<file path="src/rtl/pbr_pkg.sv">
package pbr_pkg;
  localparam int IND_REGS = 7;

  localparam int IDX_COUNT = 0;
  localparam int IDX_OWN   = 1;
  localparam int IDX_SCLLO = 2;
  localparam int IDX_SCLHI = 3;
  localparam int IDX_TMO   = 4;
  localparam int IDX_KEY   = 5;
  localparam int IDX_MODE  = 6;

  localparam int CB_AA   = 7;
  localparam int CB_ENS  = 6;
  localparam int CB_STA  = 5;
  localparam int CB_STO  = 4;
  localparam int CB_SI   = 3;
  localparam int CB_MODE = 0;

  localparam logic [7:0] KEY_FIRST  = 8'hA5;
  localparam logic [7:0] KEY_SECOND = 8'h5A;
  localparam logic [5:0] STAT_IDLE  = 6'h3E;

  typedef enum logic [1:0] {
    SLOT_STAT_PTR = 2'b00,
    SLOT_DATA     = 2'b01,
    SLOT_WINDOW   = 2'b10,
    SLOT_CTRL     = 2'b11
  } slot_e;

  function automatic logic [7:0] ind_default(input int idx);
    case (idx)
      IDX_COUNT: return 8'h01;
      IDX_OWN:   return 8'hE0;
      IDX_SCLLO: return 8'h9D;
      IDX_SCLHI: return 8'h86;
      IDX_TMO:   return 8'hFF;
      default:   return 8'h00;
    endcase
  endfunction

  function automatic logic [7:0] ind_wmask(input int idx);
    case (idx)
      IDX_KEY:  return 8'h00;
      IDX_MODE: return 8'h03;
      default:  return 8'hFF;
    endcase
  endfunction
endpackage

</file>
<file path="src/rtl/pbr_sync.sv">
module pbr_sync #(
  parameter int W      = 2,
  parameter int STAGES = 2
) (
  input  logic         clk,
  input  logic         rst,
  input  logic [W-1:0] d,
  output logic [W-1:0] q
);
  logic [W-1:0] st [STAGES];

  always_ff @(posedge clk) begin
    if (rst) begin
      for (int i = 0; i < STAGES; i++) st[i] <= '0;
    end else begin
      st[0] <= d;
      for (int i = 1; i < STAGES; i++) st[i] <= st[i-1];
    end
  end

  assign q = st[STAGES-1];
endmodule

</file>
<file path="src/rtl/pbr_ind_file.sv">
module pbr_ind_file
  import pbr_pkg::*;
#(
  parameter int DW   = 8,
  parameter int PW   = 3,
  parameter int NREG = IND_REGS
) (
  input  logic             clk,
  input  logic             rst,
  input  logic             we,
  input  logic [PW-1:0]    ptr,
  input  logic [DW-1:0]    wdata,
  output logic [DW-1:0]    rd_data,
  output logic [NREG*DW-1:0] regs_flat
);
  for (genvar i = 0; i < NREG; i++) begin : g_reg
    localparam logic [DW-1:0] DEF = DW'(ind_default(i));
    localparam logic [DW-1:0] MSK = DW'(ind_wmask(i));
    logic [DW-1:0] q;
    always_ff @(posedge clk) begin
      if (rst)                        q <= DEF;
      else if (we && ptr == PW'(i))   q <= wdata & MSK;
    end
    assign regs_flat[i*DW +: DW] = q;
  end

  always_comb begin
    rd_data = '0;
    for (int i = 0; i < NREG; i++)
      if (int'(ptr) == i) rd_data = regs_flat[i*DW +: DW];
  end

  // a write to a reserved pointer leaves every window register untouched
  a_r5_reserved_write_ignored: assert property (@(posedge clk) disable iff (rst)
    (we && int'(ptr) >= NREG) |=> $stable(regs_flat));
endmodule

</file>
<file path="src/rtl/pbr_key_det.sv">
module pbr_key_det
  import pbr_pkg::*;
#(
  parameter int DW = 8
) (
  input  logic          clk,
  input  logic          rst,
  input  logic          core_rst,
  input  logic          commit,
  input  logic          sel,
  input  logic [DW-1:0] wdata,
  output logic          fire
);
  logic armed;
  logic fire_q;

  always_ff @(posedge clk) begin
    if (core_rst)    armed <= 1'b0;
    else if (commit) armed <= sel && (wdata == DW'(KEY_FIRST));
  end

  always_ff @(posedge clk) begin
    if (rst) fire_q <= 1'b0;
    else     fire_q <= commit && sel && armed && (wdata == DW'(KEY_SECOND));
  end

  assign fire = fire_q;

  // the reset pulse only follows an armed first key byte
  a_r12_fire_needs_arm: assert property (@(posedge clk) disable iff (rst)
    fire_q |-> $past(armed));
  // any write elsewhere abandons a started key
  a_r13_other_write_disarms: assert property (@(posedge clk) disable iff (core_rst)
    (commit && !sel) |=> !armed);
endmodule

</file>
<file path="src/rtl/pbr_host_regs.sv">
module pbr_host_regs
  import pbr_pkg::*;
#(
  parameter int DW          = 8,
  parameter int AW          = 2,
  parameter int PW          = 3,
  parameter int SW          = 6,
  parameter int SYNC_STAGES = 2
) (
  input  logic          clk,
  input  logic          rst,
  input  logic          cs_n,
  input  logic          rd_n,
  input  logic          wr_n,
  input  logic [AW-1:0] addr,
  input  logic [DW-1:0] wdata,
  output logic [DW-1:0] rdata,
  output logic          rdata_oe,
  output logic          irq_n,
  input  logic [SW-1:0] eng_status,
  input  logic          eng_set_si,
  input  logic          eng_stop_det,
  output logic [DW-1:0] ctl_o,
  output logic [DW-1:0] dat_o,
  output logic [DW-1:0] bcount_o,
  output logic [DW-1:0] own_addr_o,
  output logic [DW-1:0] scl_lo_o,
  output logic [DW-1:0] scl_hi_o,
  output logic [DW-1:0] tmo_o,
  output logic [1:0]    busmode_o
);
  localparam int NREG = IND_REGS;
  localparam int PADW = DW - SW;

  logic [1:0]       strb_s;
  logic             wr_prev;
  logic             commit;
  logic             key_fire;
  logic             core_rst;
  logic [PW-1:0]    ptr_q;
  logic [SW-1:0]    stat_q;
  logic [DW-1:0]    dat_q;
  logic [DW-1:0]    ctl_q;
  logic [DW-1:0]    ind_rd;
  logic [NREG*DW-1:0] ind_flat;
  logic             ptr_we, dat_we, win_we, ctl_we;
  logic [DW-1:0]    rd_mux;

  assign core_rst = rst | key_fire;

  pbr_sync #(.W(2), .STAGES(SYNC_STAGES)) u_sync (
    .clk (clk),
    .rst (rst),
    .d   ({~cs_n & ~wr_n, ~cs_n & ~rd_n}),
    .q   (strb_s)
  );

  always_ff @(posedge clk) begin
    if (rst) wr_prev <= 1'b0;
    else     wr_prev <= strb_s[1];
  end

  assign commit = wr_prev & ~strb_s[1];
  assign ptr_we = commit && (addr == AW'(SLOT_STAT_PTR));
  assign dat_we = commit && (addr == AW'(SLOT_DATA));
  assign win_we = commit && (addr == AW'(SLOT_WINDOW));
  assign ctl_we = commit && (addr == AW'(SLOT_CTRL));

  pbr_key_det #(.DW(DW)) u_key (
    .clk      (clk),
    .rst      (rst),
    .core_rst (core_rst),
    .commit   (commit),
    .sel      (win_we && ptr_q == PW'(IDX_KEY)),
    .wdata    (wdata),
    .fire     (key_fire)
  );

  pbr_ind_file #(.DW(DW), .PW(PW), .NREG(NREG)) u_ind (
    .clk       (clk),
    .rst       (core_rst),
    .we        (win_we),
    .ptr       (ptr_q),
    .wdata     (wdata),
    .rd_data   (ind_rd),
    .regs_flat (ind_flat)
  );

  always_ff @(posedge clk) begin
    if (core_rst)    ptr_q <= '0;
    else if (ptr_we) ptr_q <= wdata[PW-1:0];
  end

  always_ff @(posedge clk) begin
    if (core_rst)        stat_q <= STAT_IDLE;
    else if (eng_set_si) stat_q <= eng_status;
  end

  always_ff @(posedge clk) begin
    if (core_rst)    dat_q <= '0;
    else if (dat_we) dat_q <= wdata;
  end

  always_ff @(posedge clk) begin
    if (core_rst) begin
      ctl_q <= '0;
    end else begin
      if (ctl_we) begin
        ctl_q[CB_AA]   <= wdata[CB_AA];
        ctl_q[CB_ENS]  <= wdata[CB_ENS];
        ctl_q[CB_STA]  <= wdata[CB_STA];
        ctl_q[CB_STO]  <= wdata[CB_STO];
        ctl_q[CB_MODE] <= wdata[CB_MODE];
      end else if (eng_stop_det) begin
        ctl_q[CB_STO]  <= 1'b0;
      end
      if (eng_set_si)  ctl_q[CB_SI] <= 1'b1;
      else if (ctl_we) ctl_q[CB_SI] <= 1'b0;
    end
  end

  always_comb begin
    case (slot_e'(addr))
      SLOT_STAT_PTR: rd_mux = {stat_q, {PADW{1'b0}}};
      SLOT_DATA:     rd_mux = dat_q;
      SLOT_WINDOW:   rd_mux = ind_rd;
      default:       rd_mux = ctl_q;
    endcase
  end

  always_ff @(posedge clk) begin
    if (core_rst) begin
      rdata    <= '0;
      rdata_oe <= 1'b0;
      irq_n    <= 1'b1;
    end else begin
      rdata    <= rd_mux;
      rdata_oe <= strb_s[0];
      irq_n    <= ~(ctl_q[CB_SI] & ctl_q[CB_ENS]);
    end
  end

  assign ctl_o      = ctl_q;
  assign dat_o      = dat_q;
  assign bcount_o   = ind_flat[IDX_COUNT*DW +: DW];
  assign own_addr_o = ind_flat[IDX_OWN*DW +: DW];
  assign scl_lo_o   = ind_flat[IDX_SCLLO*DW +: DW];
  assign scl_hi_o   = ind_flat[IDX_SCLHI*DW +: DW];
  assign tmo_o      = ind_flat[IDX_TMO*DW +: DW];
  assign busmode_o  = ind_flat[IDX_MODE*DW +: 2];

  // SI only rises after an engine request
  a_r7_si_from_engine: assert property (@(posedge clk) disable iff (core_rst)
    $rose(ctl_q[CB_SI]) |-> $past(eng_set_si));
  // a control write with no competing request leaves SI clear
  a_r8_ctl_write_clears_si: assert property (@(posedge clk) disable iff (core_rst)
    (ctl_we && !eng_set_si) |=> !ctl_o[CB_SI]);
  // a STOP pulse alone clears STO
  a_r10_stop_clears_sto: assert property (@(posedge clk) disable iff (core_rst)
    (eng_stop_det && !ctl_we) |=> !ctl_o[CB_STO]);
  // with SI low the interrupt line is released one cycle later
  a_r11_irq_released: assert property (@(posedge clk) disable iff (core_rst)
    !ctl_q[CB_SI] |=> irq_n);
endmodule

</file>
<file path="config.mk">
export PLATFORM = sky130hd
export DESIGN_NAME = pbr_host_regs
export DESIGN_NICKNAME = d
export VERILOG_FILES = /design/src/rtl/pbr_pkg.sv /design/src/rtl/pbr_sync.sv /design/src/rtl/pbr_ind_file.sv /design/src/rtl/pbr_key_det.sv /design/src/rtl/pbr_host_regs.sv
export SDC_FILE = /design/constraint.sdc
export NUM_CORES = 1
export LEC_CHECK = 0
export BUFFER_PORTS_ARGS = -buffer_cell sky130_fd_sc_hd__buf_4
export CAP_MARGIN = 20
export CORE_UTILIZATION = 56
export DETAILED_ROUTE_END_ITERATION = 8
export PLACE_DENSITY_LB_ADDON = 0.25
export SYNTH_ARGS = -nofsm -noshare
export SYNTH_HDL_FRONTEND = slang
export SYNTH_SLANG_ARGS = --single-unit
</file>
<file path="constraint.sdc">
create_clock -name clk -period 3.2 [get_ports clk]
set_input_delay 0.64 -clock clk [delete_from_list [all_inputs] [get_ports clk]]
set_output_delay 0.64 -clock clk [all_outputs]
set_load 0.02 [all_outputs]
</file>
---- Word level (Yosys, flattened, before mapping) ----
Memory sizes are Yosys's and may differ from the RTL's.
Cells that the tools add are included.
word-level totals
  register bits ........................... 78
  bits in writable memories ............... 4
  input bits .............................. 23
  output and inout port bits .............. 68
  word-level logic and storage cells ...... 85
  memories ................................ 1
cells by class
  eq/ne operators ......................... 17
  multiplexer cells ....................... 17
  bitwise operators ....................... 12
  reductions and logical operators ........ 20
memories
  memory     depth  bits a word  read ports  clocked after memory_dff  write ports  line            RTL
  u_sync.st  2      2            2           0                         2            pbr_sync.sv:10  logic [W-1:0] st [STAGES];
operators by type and width
  kind                number
  $mux 8              7
  $pmux 8 s3          1
  $eq 3x3->1 const B  7
  $logic_and 1x1->1   15
  $eq 3x2->1 const B  4
  $eq 8x7->1 const B  1
  $eq 8x8->1 const B  1
  $mux 1              7
  $logic_not 3->1     2
  $not 1->1           5
  $and 1x1->1         4
  $eq 2x2->1 const B  2
  $mux 2              2
  $reduce_bool 2->1   2
  $eq 3x1->1 const B  1
  $or 1x1->1          3
  $eq 2x1->1 const B  1
  $logic_not 2->1     1

---- Depth between registers and ports, before layout ----
  depth after elaboration ................. 9
  depth in mapped cells ................... 6
  gate-level depth less buffers ........... 4

---- By module ----
Synthesis repeated with hierarchy kept, for this count alone.
unflattened totals
  cell total of the unflattened synthesis .. 384
  area total of the unflattened synthesis .. 3753.6 sq um
modules (own cells, without submodules)
  module         times used  cells each  area an instance (sq um)  sequential area each (sq um)
  pbr_ind_file   1           210         2089.5                    840.8
  pbr_host_regs  1           151         1427.6                    680.7
  pbr_sync       1           10          120.1                     80.1
  pbr_key_det    1           13          116.4                     40.0

---- Worst setup path before layout ----
No wires, ideal clock.
  path type ............................... input port to flip-flop
  from .................................... input port addr[0]
  to ...................................... register u_ind.g_reg[4].q[1]
  setup time .............................. 0.129 ns
  data arrival time ....................... 1.692 ns
  data required time ...................... 3.071 ns
  slack ................................... 1.378 ns
  stages .................................. 4
  path buffers ............................ 0
  cell sequence ........................... nand2b_1 nor4_4 mux2i_1 nand2_1
between the ends
  word-level cells in the longest chain between the ends .. 3
RTL lines
  item                  line                 RTL
  from (decl)           pbr_host_regs.sv:15  input logic [AW-1:0] addr,
  $eq 2x2->1            pbr_host_regs.sv:66  assign win_we = commit && (addr == AW'(SLOT_WINDOW));
  $logic_and 1x1->1     pbr_host_regs.sv:66
  $logic_and 1x1->1     pbr_ind_file.sv:22   else if (we && ptr == PW'(i)) q <= wdata & MSK;
  to (signal assigned)  pbr_ind_file.sv:22
  to (decl)             pbr_ind_file.sv:19   logic [DW-1:0] q;
Every way passes these cells.
A chain may end at the register's enable or synchronous reset.

---- Final worst setup path ----
  from .................................... register ptr_q[1]
  to ...................................... register u_ind.g_reg[3].q[4]
between the ends
  word-level cells in the longest chain between the ends .. 2
RTL lines
  item                    line                 RTL
  from (decl)             pbr_host_regs.sv:40  logic [PW-1:0] ptr_q;
  from (signal assigned)  pbr_host_regs.sv:91  else if (ptr_we) ptr_q <= wdata[PW-1:0];
  $eq 3x2->1              pbr_ind_file.sv:22
  $logic_and 1x1->1       pbr_ind_file.sv:22
  to (signal assigned)    pbr_ind_file.sv:22
  to (decl)               pbr_ind_file.sv:19
Every way passes these cells.

==> results.md <==
* Endpoints failing setup at 0
* Crit-path max FO at 22
* VDD IR-drop max at 0.000393 V
* Top post-synthesis cells by count: dfxtp_1 (82), mux2i_1 (72), nand2_1 (47)
* # port buffers at 88
* Max Cap Viol at 0
* Synthesized flop and latch total at 82
* Core area at 5960 µm²
* Critical R2R Launch: ptr_q[1]
* CTS Root Cell: clkbuf_8
* Vias in the first global route at 2,720
* Crit Path Class: flop to flop
* Synth-to-Final Area Change at 24.4%
* Asr flop ratio synth at 0%
* Max-slew violations at 0
* Vias post-DR at 2,960
* Post-synthesis instance total at around 370
* First-pass GRT wire length at 14.1 mm
* Pleak at 1.84 nW
* Final period util at between 70% and 80%
* Synth Warn # at 0
* Clock slew at reported path FFs at 0.08 ns
* CTS tree: built
* Die X at a little over 80 µm
* Final RePlAce weighted congestion at slightly below 0.9
* Min-delay src: wr_n
* Maximum number of pins on one net before global-route repair at 43
* Yosys top cell by area: dfxtp_1
* Hold Crit Depth at 2
* Post-layout util at between 70% and 80%
* Top-Level Pins at 91
* Post-Synth Adder-Cell Area at 0%
* Clock latency on the worst-skew pair at 0.35 ns
* Htree depth at 3
* Clock sinks at 82
* Via density per instance at 5.68
* Cts hold-fix bufs at 0
* Power Total at 1.98 mW
* Total track usage at 29.4%
* Grt peak-use layer: met2
* Main flop type after synthesis: dfxtp_1
* Die footprint at 6560 µm²
* Min cycle time layout at roughly 2.4 ns
* Number of synthesized flops with an enable pin at 0
* Startpoint types: flop
* Met1 Use GR at 39.6%
* Register area share after synthesis at 47.0%
* Synth top area cells: dfxtp_1 (47%), mux2i_1 (21%), nand2_1 (5.1%)
* Max Fclk at 412 MHz
* Top cell type's share of synthesized area at a little under half
* Final wirelength at just over 9 mm
* Die Ht at about 80 µm
* Status: completed
* Drt first pass iters at 4
* Initial DRC count at between 300 and 400
* Required @ worst endpoint at about 3.4 ns
* RR Endpoint: u_ind.g_reg[3].q[4]
* Synthesized area per cell at 9.39 µm²
* RSZ-0062 raised after global routing: false
* Top-count cell post-synth: dfxtp_1
* Detailed placement HPWL at 6.22 mm
* Post-layout worst setup margin at approximately 0.77 ns
* Routed len/inst at 17.5 µm
* Filler Cells Inserted at 451
* Initial core utilization at 58.7%
* Clk_skew at 0.00931 ns
* GRT Residual Overflow at 0
* Total CTS buffers at 9
* Hold Vio Cnt, Final at 0
* Path depth of the worst reg2reg path at 3
* Initial antenna violation count at 0
* Clock tree buffer depth at 2
* Count of different cell masters after synthesis at 43
* Nets at 464
* Fin Setup TNS at 0 ns
* Pre-CTS WS at 0.859 ns
* CP Capture Type: flop
* Actual slew at the worst max-slew pin at approximately 1.1 ns
* Multiplexer share of the synthesized area at 21.3%
* Postcts setup bufs at 0
* Met2 GRT Util at about 46%
* Final antenna-violating net count at 0
* Compound-Gate Fraction of Synth Area at 8.24%
* CTS resizes at 0
* Syn Std Cell Area at 3490 µm²
* DRC at 0
* Worst hold path type: primary input to flop
* Pwr dens at 456 nW/µm²
* Multi-input gate area at 1710 µm²
* Simple logic cell fraction of the synthesized area at 18.8%
* Storage cell area at 1640 µm²
* Main combinational cell family by area after synthesis: multiplexers
* FP Rows at 28
* Worst rel slew slack at 27.0%
* Reg2reg setup slack at just under 0.8 ns
* Met3 usage at roughly 6.5%
* XOR/XNOR share of the synthesized area at less than 1%
* Share of layout cells above drive strength 1 at 26.9%
* Worst EP arrival at 2.62 ns
* Worst hold endpoint: u_sync.st[0][1]
* # diodes at 0
registers in the layout, summed over array words and instances, names as in the netlist:
register,count
u_key.fire,1
ctl_o,6
dat_o,8
rdata,8
rdata_oe,1
stat_q,6
wr_prev,1
irq_n,1
u_ind.g.q,42
ptr_q,3
u_sync.st,4
u_key.armed,1
layout by cell type, fill, tap and decap left out, types with 2 or more instances in the layout:
master and instances:
buf_4 90, dfxtp_1 82, mux2i_1 72, nand2_1 47, nor2_1 37, a21oi_1 20, o21ai_0 13, clkbuf_8 9
nor2_2 7, o21a_1 5, nor2b_1 4, nor3_1 4, nand2b_1 4, o22ai_1 4, nand3_1 3, and3_1 3
nand4_1 3, or2_2 2, nor4_4 2, mux2_2 2, and2_1 2, inv_1 2, nor4bb_1 2, or4bb_1 2
conb_1 2, clkinv_2 2, bufinv_16 2, clkinvlp_4 2
power breakdown:
part	switching [mW]	internal, mW
Combinational	0.0779	0.0484
Sequential	0.00738	1.03
Clock	0.379	0.438
Total	0.464	1.52
worst max-delay path, cell delays in order, from the launching register on:
cell and delay [ns]:
dfxtp_1 1.05, nand4_1 0.76, mux2i_1 0.38, nor2_1 0.08
cells by family (layout without fill, tap and decap cells):
family	Yosys count	count (layout)
AO/OA/AOI/OAI	49	49
XOR/XNOR	1	1
buffers and inverters	35	108
flip-flops	82	82
multiplexers	74	74
other	1	2
AND/OR/NAND/NOR	130	130
worst max-delay path by stage:
stage                     cells past startpoint                   to  slack, ns  startpoint
after floorplan                               4  u_ind.g_reg[4].q[1]       1.38     addr[0]
after global placement                        5  u_ind.g_reg[0].q[4]       0.95     addr[0]
after detailed placement                      3  u_ind.g_reg[2].q[4]       0.86    ptr_q[1]
after CTS                                     3  u_ind.g_reg[3].q[4]       0.81    ptr_q[1]
after global routing                          3  u_ind.g_reg[3].q[6]       0.63    ptr_q[1]
final                                         3  u_ind.g_reg[3].q[4]       0.77    ptr_q[1]
per-layer routing:
layer  share of wire, %  up-vias
met3                4.8       16
met1                 45     1432
met4                2.0        0
met2                 49      101
met5                  0        -
li1                   -     1411
stage by stage:
step	instance area, µm²	instances	hold WS, ns
3_5_place_dp	4130	505	0.431
6_report	4340	521	0.441
4_1_cts	4340	521	0.435
2_1_floorplan	3500	373	0.406
3_3_place_gp	4130	505	0.415
5_1_grt	4340	521	0.424
cell type report:
type                    instances  area share (%)
flip-flops and latches         82            37.8
well taps                      75            2.16
multi-input cells             256            39.3
repair buffers                 90            15.6
inverters                       2           0.173
clock buffers                   9            2.85
clock inverters                 7            2.16
(Power assumes the default switching activity.)
